**config.mk**
```make
export PLATFORM = sky130hd
export DESIGN_NAME = seqmul
export DESIGN_NICKNAME = d
export VERILOG_FILES = /design/src/rtl/seqmul_pkg.sv /design/src/rtl/seqmul_sign.sv /design/src/rtl/seqmul_step.sv /design/src/rtl/seqmul_ctrl.sv /design/src/rtl/seqmul.sv
export SDC_FILE = /design/constraint.sdc
export NUM_CORES = 1
export LEC_CHECK = 0
export ABC_CLOCK_PERIOD_IN_PS = 4290
export BUFFER_PORTS_ARGS = -buffer_cell sky130_fd_sc_hd__buf_2
export CAP_MARGIN = 30
export CORE_UTILIZATION = 36
export DETAILED_ROUTE_END_ITERATION = 12
export HOLD_SLACK_MARGIN = 0.05
export PLACE_DENSITY = 0.51
export SYNTH_ARGS = -nofsm -noshare
export SYNTH_HDL_FRONTEND = slang
export SYNTH_SLANG_ARGS = --single-unit
```
**constraint.sdc**
```tcl
create_clock -name clk -period 4.29 [get_ports clk]
set_input_delay 0 -clock clk [delete_from_list [all_inputs] [get_ports clk]]
set_output_delay 0 -clock clk [all_outputs]
set_load 0.005 [all_outputs]
```
**src/rtl/seqmul_pkg.sv**
```systemverilog
// Package: shared types for the sequential multiplier.
// Assumes nothing beyond IEEE 1800-2017 enums.
package seqmul_pkg;
    typedef enum logic [0:0] {
        ST_IDLE = 1'b0,
        ST_RUN  = 1'b1
    } mul_state_t;
endpackage

```
**src/rtl/seqmul_sign.sv**
```systemverilog
// Module: seqmul_sign
// Turns both operands into unsigned magnitudes and works out whether the
// product must be negated. In unsigned mode the operands pass through.
// Assumes W >= 2. The magnitude of the most negative value fits in W bits.
module seqmul_sign #(
    parameter int W = 32
) (
    input  logic         signed_mode,
    input  logic [W-1:0] op_a,
    input  logic [W-1:0] op_b,
    output logic [W-1:0] mag_a,
    output logic [W-1:0] mag_b,
    output logic         flip
);
    logic a_neg;
    logic b_neg;

    // Decide the operand signs and form the magnitudes.
    always_comb begin
        a_neg = signed_mode & op_a[W-1];
        b_neg = signed_mode & op_b[W-1];
        mag_a = a_neg ? (~op_a + {{(W-1){1'b0}}, 1'b1}) : op_a;
        mag_b = b_neg ? (~op_b + {{(W-1){1'b0}}, 1'b1}) : op_b;
        flip  = a_neg ^ b_neg;
    end
endmodule

```
**src/rtl/seqmul_step.sv**
```systemverilog
// Module: seqmul_step
// One shift-add step on the 2W-bit product register. If bit 0 is set, the
// multiplicand is added into the upper half with a (W+1)-bit sum. The sum,
// carry included, and the lower half then shift right by one place.
// Assumes the multiplier bits still to be used sit in the low end.
module seqmul_step #(
    parameter int W = 32,
    localparam int PW = 2 * W
) (
    input  logic [PW-1:0] prod_in,
    input  logic [W-1:0]  addend,
    output logic [PW-1:0] prod_out
);
    logic [W:0] sum;

    // Conditional half-width add, then a right shift that keeps the carry.
    always_comb begin
        sum      = {1'b0, prod_in[PW-1:W]} + (prod_in[0] ? {1'b0, addend} : {(W+1){1'b0}});
        prod_out = {sum, prod_in[W-1:1]};
    end
endmodule

```
**src/rtl/seqmul_ctrl.sv**
```systemverilog
// Module: seqmul_ctrl
// Sequencer for the multiplier. It accepts a start only when idle, runs
// exactly W steps and pulses done once after the last step.
// Assumes W >= 2. Reset is synchronous and active low.
module seqmul_ctrl
    import seqmul_pkg::*;
#(
    parameter int W = 32,
    localparam int CW = $clog2(W)
) (
    input  logic clk,
    input  logic rst_n,
    input  logic start,
    output logic load,
    output logic step,
    output logic last,
    output logic busy,
    output logic done
);
    mul_state_t    state;
    logic [CW-1:0] cnt;

    // Decode the phase signals from the state and the step count.
    always_comb begin
        load = (state == ST_IDLE) && start;
        step = (state == ST_RUN);
        last = step && (cnt == CW'(W - 1));
        busy = step;
    end

    // Advance the state, count the steps and register the done pulse.
    always_ff @(posedge clk) begin
        if (!rst_n) begin
            state <= ST_IDLE;
            cnt   <= '0;
            done  <= 1'b0;
        end else begin
            done <= last;
            case (state)
                ST_IDLE: begin
                    if (start) begin
                        state <= ST_RUN;
                        cnt   <= '0;
                    end
                end
                ST_RUN: begin
                    cnt <= cnt + CW'(1);
                    if (last) begin
                        state <= ST_IDLE;
                    end
                end
                default: state <= ST_IDLE;
            endcase
        end
    end
endmodule

```
**src/rtl/seqmul.sv**
```systemverilog
// Module: seqmul (top)
// Multi-cycle unsigned/signed multiplier built on one W-bit adder. The
// product register holds the multiplier in its low half and builds the
// partial product in its high half. The register is the result output, so
// the product stays visible until the next accepted start.
// Assumes W >= 2. Reset is synchronous and active low.
module seqmul #(
    parameter int W = 32,
    localparam int PW = 2 * W
) (
    input  logic         clk,
    input  logic         rst_n,
    input  logic         start,
    input  logic         signed_mode,
    input  logic [W-1:0] mcand,
    input  logic [W-1:0] mplier,
    output logic         busy,
    output logic         done,
    output logic [W-1:0] res_hi,
    output logic [W-1:0] res_lo
);
    logic          load;
    logic          step;
    logic          last;
    logic [W-1:0]  mag_a;
    logic [W-1:0]  mag_b;
    logic          flip;
    logic [W-1:0]  addend_q;
    logic          flip_q;
    logic [PW-1:0] prod_q;
    logic [PW-1:0] prod_nxt;

    seqmul_ctrl #(.W(W)) u_ctrl (
        .clk   (clk),
        .rst_n (rst_n),
        .start (start),
        .load  (load),
        .step  (step),
        .last  (last),
        .busy  (busy),
        .done  (done)
    );

    seqmul_sign #(.W(W)) u_sign (
        .signed_mode (signed_mode),
        .op_a        (mcand),
        .op_b        (mplier),
        .mag_a       (mag_a),
        .mag_b       (mag_b),
        .flip        (flip)
    );

    seqmul_step #(.W(W)) u_step (
        .prod_in  (prod_q),
        .addend   (addend_q),
        .prod_out (prod_nxt)
    );

    // Load the operands on acceptance. Step the product while running and
    // negate it on the final step when the operand signs differed.
    always_ff @(posedge clk) begin
        if (!rst_n) begin
            addend_q <= '0;
            flip_q   <= 1'b0;
            prod_q   <= '0;
        end else if (load) begin
            addend_q <= mag_a;
            flip_q   <= flip;
            prod_q   <= {{W{1'b0}}, mag_b};
        end else if (step) begin
            prod_q <= (last && flip_q) ? (~prod_nxt + {{(PW-1){1'b0}}, 1'b1}) : prod_nxt;
        end
    end

    // Split the product register into the two result words.
    always_comb begin
        res_hi = prod_q[PW-1:W];
        res_lo = prod_q[W-1:0];
    end
endmodule

```
==> flow_metrics.env, run 1 <==
export IMPL_yosysWarnings=0
export IMPL_critPathLaunchType="register"
export IMPL_postRouteWirelength_um=29900
export IMPL_synth_edf_count=0
export IMPL_synth_common_cells="nor2_1 (178), a21oi_1 (122), dfxtp_1 (104)"
export IMPL_syn_nets=1345
export IMPL_vias=9332
export IMPL_areaGrowthSynthToFinish_pct=19.0
export IMPL_wl_per_cell_um=17.7
export IMPL_crit_slowest_cell="or4_1"
export IMPL_place_inst=1647
export IMPL_grt_max_degree=82
export IMPL_placed_area_um2=10100
export IMPL_period_share=0.940
export IMPL_crit_chain="and2_1 -> ha_1 -> fa_1 -> a211oi_2 -> o211ai_1 -> and4_1 -> or4_1 -> a22oi_1 -> nand4b_1 -> nor3b_2 -> buf_4 -> nor3b_1 -> or4_1 -> nand3_1"
export IMPL_crit_arrival_ns=4.28
export IMPL_rsz0062_at_grt="no"
export IMPL_design_area_um2=10800
export IMPL_min_from="mcand[4]"
export IMPL_synth_seq_area_share=0.229
export IMPL_ctsHtreeMaxLevel=3
export IMPL_synthDistinctLibCells=82
export IMPL_worstMarginPinSlew_ns=0.910
export IMPL_drive_gt1_frac=0.160
export IMPL_setup_violations=0
export IMPL_coreArea_um2=24500
export IMPL_finalPower_w=0.00282
export IMPL_nets=1470
export IMPL_outcome="finished clean"
export IMPL_crit_fanout=5
export IMPL_io_pins=134
export IMPL_cts_made_buffers=9
export IMPL_ant_nets=0
export IMPL_synth_most_common_cell="nor2_1"
export IMPL_ys_ff_latch=104
export IMPL_maxSlewHeadroom=0.388
export IMPL_row_count=57
export IMPL_die_height_um=161
export IMPL_cts_root_buffer="clkbuf_16"
export IMPL_required_ns=4.53
export IMPL_synth_top_cells_by_area="dfxtp_1 (23%), nor2_1 (7.4%), a21oi_1 (6.7%)"
export IMPL_worstHoldPathCells=4
export IMPL_yosys_area_top_type_share=0.229
export IMPL_drt_iter0_markers=641
export IMPL_reg2reg_slack_ns=0.26
export IMPL_routabilityCongestion=0.917
export IMPL_hold_viol_final=0
export IMPL_crit_type="reg2reg"
export IMPL_die_area_um2=25800
export IMPL_cpPeakStageDelay_ns=0.55
export IMPL_cts_tree="yes"
export IMPL_diodes=0
export IMPL_cts_sinks=104
export IMPL_grt_util_all_layers=0.232
export IMPL_syn_area_um2=9070
export IMPL_synth_top_cell_by_area="dfxtp_1"
export IMPL_fin_cells=1693
export IMPL_synthFlopType="dfxtp_1"
export IMPL_clk_pin_slew_ns=0.08
export IMPL_power_density_nw_per_um2=261
export IMPL_io_buffers=133
export IMPL_grt_overflow=0
export IMPL_die_w_um=161
export IMPL_synthArstFlopShare=0
export IMPL_synthCells=1239
export IMPL_firstDrtPassIters=7
export IMPL_hold_end="addend_q[4]"
export IMPL_r2r_end="prod_q[59]"
export IMPL_grt_pass1_vias=8460
export IMPL_leakage_nw=4.41
export IMPL_tns_ns=0
export IMPL_dp_hpwl_um=23000
export IMPL_synth_area_per_cell_um2=7.32
export IMPL_clk_path_buf_depth=2
export IMPL_end_kind="register"
export IMPL_clock_skew_ns=0.0114
export IMPL_grt_pass1_wl_um=47400
export IMPL_hp_class="in2reg"
export IMPL_initial_utilization=0.370
export IMPL_max_cap_viol_count=0
export IMPL_post_cts_buffers=0
export IMPL_vias_per_cell=5.51
export IMPL_whs_ns=0.0537
export IMPL_drc=0
export IMPL_clock_latency_ns=0.37
export IMPL_critPathMostFrequentCell="or4_1"
export IMPL_fmax_mhz=248
export IMPL_antenna_found_initial=1
export IMPL_ff2ff_path_depth=14
export IMPL_r2r_start="prod_q[0]"
export IMPL_crit_path_start="prod_q[0]"
export IMPL_peakVddDrop_uv=174
export IMPL_slew_viol_final=0
export IMPL_final_min_clock_period_ns=4.03
[registers in the layout (all words and copies together), names as in the netlist]
register and count:
u_ctrl.busy 1, flip_q 1, u_ctrl.done 1, addend_q 32
prod_q 64, u_ctrl.cnt 5
[layout by cell type (no fill, tap or decap), types with 14 or more instances in the layout]
cell type and instances:
a211oi_1 61, a21oi_1 120, and2_1 45, buf_2 133
buf_4 25, dfxtp_1 103, dlygate4sd3_1 29, ha_1 37
inv_1 24, nand2_1 82, nand3_1 21, nand4_1 14
nor2_1 177, nor3_1 32, nor4_1 20, o21ai_0 50
o31ai_1 16, or3_1 28, xnor2_1 66, xor2_1 56
[layer usage]
layer / GRT usage / up-vias / part of all wire / wire length, um
met1: 0.358 / 4311 / 0.52 / 15700
met3: 0.0284 / 20 / 0.047 / 1420
met5: 0 / - / 0 / 0
met2: 0.338 / 220 / 0.42 / 12600
met4: 0.0463 / 0 / 0.0087 / 259
li1: - / 4781 / - / -
[layout make-up]
| class | instances | area [um2] |
|---|---|---|
| clock buffers | 10 | 239 |
| clock inverters | 6 | 97.6 |
| fillers | 2607 | 13700 |
| inverters | 25 | 93.8 |
| multi-input cells | 1034 | 6670 |
| flip-flops and latches | 104 | 2090 |
| well taps | 324 | 405 |
| repair buffers | 190 | 1200 |
[worst max path at each step]
stage	slack, ns	end	cells after the start
floorplan	0.44	prod_q[61]	14
global placement	0.26	prod_q[63]	13
detailed placement	0.11	prod_q[61]	13
CTS	0.08	prod_q[63]	13
global route	0.02	prod_q[57]	14
finish	0.26	prod_q[59]	14
[kinds of logic (layout without fill, tap and decap cells)]
logic type,Yosys count,after routing,share of synthesized area
xor+xnor,122,122,0.118
compound gates,370,370,0.268
buf+inv,101,231,0.0426
simple gates,496,496,0.280
mux,8,8,0.00910
flops,104,104,0.229
fa+ha+maj,38,38,0.0532
[where the power goes]
group,leakage [nW],switching (W),internal (W)
combinational,3.39,0.000410,0.000307
sequential,0.855,0.0000860,0.00103
clock,0.166,0.000443,0.000540
total,4.41,0.000940,0.00188
[worst max-delay path, delay by kind of cell (launching register included)]
family	cells	cell delay [ns]
adder cells (fa/ha/maj)	2	0.66
flip-flops	1	0.35
buffers and inverters	1	0.17
AO/OA/AOI/OAI	3	0.75
AND/OR/NAND/NOR	8	1.97
[what timing repair did]
action	CTS	global route
hold buffers	29	0
gates resized for setup	0	13
endpoints found under the hold margin	29	0
setup endpoints to repair	0	10
[stage by stage]
stage	worst slack (ns)	util
2_1_floorplan	0.437	-
3_3_place_gp	0.258	0.410
3_5_place_dp	0.108	0.411
4_1_cts	0.0771	0.437
5_1_grt	0.0210	0.440
6_report	0.257	0.440
No activity file was read; power rests on OpenSTA's default activity.
==> run 2, diff against run 1 <==
--- a/config.mk
+++ b/config.mk
@@ -11,7 +11,7 @@
 export CORE_UTILIZATION = 36
 export DETAILED_ROUTE_END_ITERATION = 12
 export HOLD_SLACK_MARGIN = 0.05
-export PLACE_DENSITY = 0.51
+export PLACE_DENSITY = 0.57
 export SYNTH_ARGS = -nofsm -noshare
 export SYNTH_HDL_FRONTEND = slang
 export SYNTH_SLANG_ARGS = --single-unit
==> run 2 against run 1 <==
Effect of this change:
- largest power group unchanged
- first-iteration DRC count increased by 4.8%
- highest routed layer unchanged
- clock skew increased by 0.0060 ns
- critical path type unchanged
- count of clock-buffer cells in the layout unchanged
- fmax about the same
==> flow_metrics.env, run 2 (synthesis gave the netlist of run 1 again) <==
export IMPL_outcome="finished clean"
export IMPL_nets=1473
export IMPL_p_int_w=0.00175
export IMPL_pwr_share_comb=0.269
export IMPL_r2r_end="prod_q[62]"
export IMPL_maxSlewHeadroom=0.395
export IMPL_grt_max_degree=85
export IMPL_die_height_um=161
export IMPL_reg2reg_slack_ns=0.26
export IMPL_power_switching_w=0.000938
export IMPL_final_core_util=0.438
export IMPL_final_cell_mix="nor2_1 (177), buf_2 (133), a21oi_1 (121)"
export IMPL_max_flop_register="prod_q"
export IMPL_areaGrowthSynthToFinish_pct=18.4
export IMPL_crit_type="reg2reg"
export IMPL_hold_end="addend_q[2]"
export IMPL_setup_violations=0
export IMPL_io_buffers=133
export IMPL_leakage_nw=4.41
export IMPL_routabilityCongestion=0.870
export IMPL_antenna_found_initial=0
export IMPL_clk_pin_slew_ns=0.08
export IMPL_min_from="mcand[2]"
export IMPL_diodes=0
export IMPL_worstHoldPathCells=4
export IMPL_final_min_clock_period_ns=4.03
export IMPL_p_clk_frac=0.319
export IMPL_cts_sinks=104
export IMPL_end_kind="register"
export IMPL_hp_class="in2reg"
export IMPL_initial_utilization=0.370
export IMPL_critPathLaunchType="register"
export IMPL_firstDrtPassIters=5
export IMPL_tns_ns=0
export IMPL_cts_made_buffers=9
export IMPL_crit_arrival_ns=4.34
export IMPL_crit_path_start="prod_q[0]"
export IMPL_power_density_nw_per_um2=250
export IMPL_coreArea_um2=24500
export IMPL_clk_path_buf_depth=2
export IMPL_hold_viol_final=0
export IMPL_layout_commonest_cell="nor2_1"
export IMPL_largest_reg_flops=64
export IMPL_fmax_mhz=248
export IMPL_peakVddDrop_uv=144
export IMPL_vias_per_cell=5.51
export IMPL_drc=0
export IMPL_grt_util_all_layers=0.225
export IMPL_sequentialPowerShare=0.412
export IMPL_cts_tree="yes"
export IMPL_drt_iter0_markers=672
export IMPL_crit_fanout=30
export IMPL_required_ns=4.59
export IMPL_p_sw_frac=0.349
export IMPL_dp_hpwl_um=22400
export IMPL_drive_gt1_frac=0.155
export IMPL_ant_nets=0
export IMPL_top_regs="prod_q (64), addend_q (32), u_ctrl.cnt (5)"
export IMPL_wl_per_cell_um=17.3
export IMPL_rsz0062_at_grt="no"
export IMPL_max_cap_viol_count=0
export IMPL_finalPower_w=0.00269
export IMPL_ff2ff_path_depth=13
export IMPL_grt_pass1_vias=8476
export IMPL_row_count=57
export IMPL_r2r_start="prod_q[0]"
export IMPL_postRouteWirelength_um=29300
export IMPL_die_w_um=161
export IMPL_worstMarginPinSlew_ns=0.899
export IMPL_ctsHtreeMaxLevel=3
export IMPL_io_pins=134
export IMPL_post_cts_buffers=0
export IMPL_clock_skew_ns=0.0175
export IMPL_grt_pass1_wl_um=46400
export IMPL_slew_viol_final=0
export IMPL_vias=9349
export IMPL_period_share=0.940
export IMPL_grt_overflow=0
export IMPL_clock_latency_ns=0.37
export IMPL_die_area_um2=25800
export IMPL_cts_root_buffer="clkbuf_16"
-- run 2: changes by cell type in the layout (fill, tap and decap cells not counted), sizes merged --
cell         before  now
inv              29   30
bufinv            2    0
clkinv            0    1
buf             161  162
dlygate4sd3      29   31
-- run 2: timing repair --
item	CTS	global route
hold endpoints to repair	31	0
endpoints found under the setup margin	0	11
resized for setup	0	8
hold buffers	31	0
-- run 2: layout make-up --
class,count,area (um2)
timing repair buffer,193,1230
inverter,25,93.8
fill,2583,13800
clock buffer,10,229
clock inverter,6,57.6
tap,324,405
multi-input combinational,1034,6640
sequential,104,2090
-- run 2: how the worst max path moves through the flow --
| stage | slack, ns | cells past startpoint | end |
|---|---|---|---|
| 2_1_floorplan | 0.44 | 14 | prod_q[61] |
| 3_3_place_gp | 0.27 | 13 | prod_q[61] |
| 3_5_place_dp | 0.19 | 13 | prod_q[61] |
| 4_1_cts | 0.15 | 13 | prod_q[61] |
| 5_1_grt | 0.001 | 13 | prod_q[62] |
| 6_report | 0.26 | 13 | prod_q[62] |
-- run 2: metal layers --
layer | vias to the layer above | track usage | part of all wire
li1 | 4790 | - | -
met2 | 242 | 0.333 | 0.42
met3 | 34 | 0.0271 | 0.049
met5 | - | 0 | 0
met1 | 4283 | 0.336 | 0.51
met4 | 0 | 0.0690 | 0.020
-- run 2: metrics by stage --
stage	area, um2	worst slack [ns]	hold slack [ns]	instances
after floorplan	9070	0.437	0.145	1239
after global placement	10100	0.266	0.327	1647
after detailed placement	10100	0.190	0.337	1649
after CTS	10700	0.150	0.0501	1696
after global routing	10700	0.00110	0.0660	1696
final	10700	0.256	0.0607	1696
-- run 2: power by group through the flow --
stage               clock network, W  registers (W)  logic (W)
global placement                   0        0.00113   0.000683
finish                      0.000859        0.00111   0.000724
global route                0.000919        0.00112   0.000802
floorplan                          0        0.00110   0.000473
detailed placement                 0        0.00113   0.000694
CTS                         0.000879        0.00111   0.000718
-- run 2: critical path: stages (launching register included) --
cell	delay [ns]
dfxtp_1	0.34
buf_6	0.19
and2_1	0.18
ha_1	0.45
o211ai_1	0.19
o211ai_1	0.41
a21oi_1	0.20
buf_4	0.19
nor4_1	0.56
o31ai_1	0.16
a31oi_1	0.40
nor3_1	0.18
a2111oi_0	0.38
nand3b_1	0.15
==> run 3, diff against run 2 <==
--- a/config.mk
+++ b/config.mk
@@ -11,7 +11,8 @@
 export CORE_UTILIZATION = 36
 export DETAILED_ROUTE_END_ITERATION = 12
 export HOLD_SLACK_MARGIN = 0.05
-export PLACE_DENSITY = 0.57
+export PLACE_DENSITY = 0.55
+export SKIP_CTS_REPAIR_TIMING = 1
 export SYNTH_ARGS = -nofsm -noshare
 export SYNTH_HDL_FRONTEND = slang
 export SYNTH_SLANG_ARGS = --single-unit
==> run 3 against run 2 <==
Effect of this change:
- critical path type unchanged
- non-clock buffer count fell by 9
- fmax increased by 1.1%
- utilization decreased by 0.28 points
- worst hold slack lost 0.043 ns
- largest cell class unchanged
- sequential share of layout area rose by 0.13 points
- global-route usage is 0.16 points lower
- via count rose by 0.57%
==> flow_metrics.env, run 3 (synthesis gave the netlist of run 1 again) <==
export IMPL_outcome="finished clean"
export IMPL_hold_viol_final=0
export IMPL_crit_fanout=5
export IMPL_critPathLaunchType="register"
export IMPL_ctsHtreeMaxLevel=3
export IMPL_vias_per_cell=5.57
export IMPL_initial_utilization=0.370
export IMPL_power_density_nw_per_um2=253
export IMPL_design_area_um2=10700
export IMPL_maxSlewHeadroom=0.371
export IMPL_cp_top_family="simple AND/OR/NAND/NOR gates"
export IMPL_die_area_um2=25800
export IMPL_row_count=57
export IMPL_setup_violations=0
export IMPL_io_pins=134
export IMPL_diodes=0
export IMPL_drive_gt1_frac=0.156
export IMPL_ant_nets=0
export IMPL_clk_path_buf_depth=2
export IMPL_fmax_mhz=250
export IMPL_drc=0
export IMPL_firstDrtPassIters=5
export IMPL_postRouteWirelength_um=29400
export IMPL_leakage_nw=4.36
export IMPL_grt_util_all_layers=0.223
export IMPL_cts_root_buffer="clkbuf_16"
export IMPL_final_min_clock_period_ns=3.99
export IMPL_clk_pin_slew_ns=0.09
export IMPL_preCtsSetupSlack_ns=0.166
export IMPL_io_buffers=133
export IMPL_nets=1464
export IMPL_crit_chain="and2_1 -> ha_1 -> fa_1 -> a211oi_2 -> o211ai_1 -> and4_1 -> or4_1 -> a22oi_1 -> nand4b_1 -> nor3b_2 -> buf_4 -> a31oi_1 -> xnor2_1 -> a211oi_1"
export IMPL_end_kind="register"
export IMPL_vias=9402
export IMPL_routabilityCongestion=0.872
export IMPL_areaGrowthSynthToFinish_pct=17.7
export IMPL_whs_ns=0.0177
export IMPL_grt_max_degree=79
export IMPL_top_regs="prod_q (64), addend_q (32), u_ctrl.cnt (5)"
export IMPL_die_w_um=161
export IMPL_cts_sinks=104
export IMPL_cts_made_buffers=9
export IMPL_rsz0062_at_grt="no"
export IMPL_peakVddDrop_uv=168
export IMPL_grt_overflow=0
export IMPL_path_buf_inv=1
export IMPL_clock_skew_ns=0.0199
export IMPL_max_flop_register="prod_q"
export IMPL_cts_tree="yes"
export IMPL_required_ns=4.57
export IMPL_layout_commonest_cell="nor2_1"
export IMPL_antenna_found_initial=1
export IMPL_fin_ws_ns=0.298
export IMPL_crit_slowest_cell="or4_1"
export IMPL_clock_latency_ns=0.38
export IMPL_cpPeakStageDelay_ns=0.55
export IMPL_wl_per_cell_um=17.4
export IMPL_placed_area_um2=10100
export IMPL_grt_pass1_wl_um=45900
export IMPL_dp_hpwl_um=22400
export IMPL_worstMarginPinSlew_ns=0.934
export IMPL_period_share=0.931
export IMPL_grt_pass1_vias=8445
export IMPL_slew_viol_final=0
export IMPL_tns_ns=0
export IMPL_finalPower_w=0.00271
export IMPL_final_cell_mix="nor2_1 (177), buf_2 (133), a21oi_1 (121)"
export IMPL_drt_iter0_markers=606
export IMPL_max_cap_viol_count=0
export IMPL_hp_class="in2reg"
export IMPL_die_height_um=161
export IMPL_largest_reg_flops=64
export IMPL_crit_arrival_ns=4.28
export IMPL_coreArea_um2=24500
export IMPL_crit_type="reg2reg"
## run 3: cell count changes in the layout (fill, tap and decap cells not counted), sizes merged
cell / before / now
dlygate4sd3: 31 / 26
buf: 162 / 158
clkinv: 1 / 3
clkbuf: 10 / 9
inv: 30 / 29
## run 3: worst register-to-register path, cell delays in order (launching register included)
cell,delay (ns)
dfxtp_1,0.34
and2_1,0.16
ha_1,0.21
fa_1,0.44
a211oi_2,0.27
o211ai_1,0.23
and4_1,0.30
or4_1,0.55
a22oi_1,0.27
nand4b_1,0.23
nor3b_2,0.23
buf_4,0.18
a31oi_1,0.11
xnor2_1,0.15
a211oi_1,0.24
## run 3: per-stage QoR
stage,std cells,utilization
finish,1687,0.435
global route,1687,0.435
CTS,1661,0.423
detailed placement,1645,0.410
global placement,1644,0.410
floorplan,1239,-
## run 3: per-layer routing
metal,share of wire,GRT usage,wire [um],vias up
li1,-,-,-,4779
met1,0.50,0.335,14600,4340
met3,0.059,0.0300,1750,32
met2,0.43,0.329,12600,251
met4,0.015,0.0613,442,0
met5,0,0,0,-
## run 3: final cells by class
type / count / area, um2
inverter: 25 / 93.8
sequential: 104 / 2090
clock inverter: 7 / 81.3
tap: 324 / 405
clock buffer: 9 / 225
timing repair buffer: 184 / 1130
fill: 2662 / 13900
multi-input combinational: 1034 / 6660
## run 3: worst paths after layout
check | from | endpoint | slack, ns | cells after the start
max | prod_q[0] | prod_q[61] | 0.30 | 14
min | mcand[31] | flip_q | 0.02 | 4
max reg2reg | prod_q[0] | prod_q[61] | 0.30 | 14
min reg2reg | addend_q[25] | addend_q[25] | 0.45 | 2
## run 3: power by group
group	switching, W	internal, W	leakage, nW
Clock	0.000464	0.000419	0.150
Combinational	0.000407	0.000303	3.35
Sequential	0.0000832	0.00103	0.855
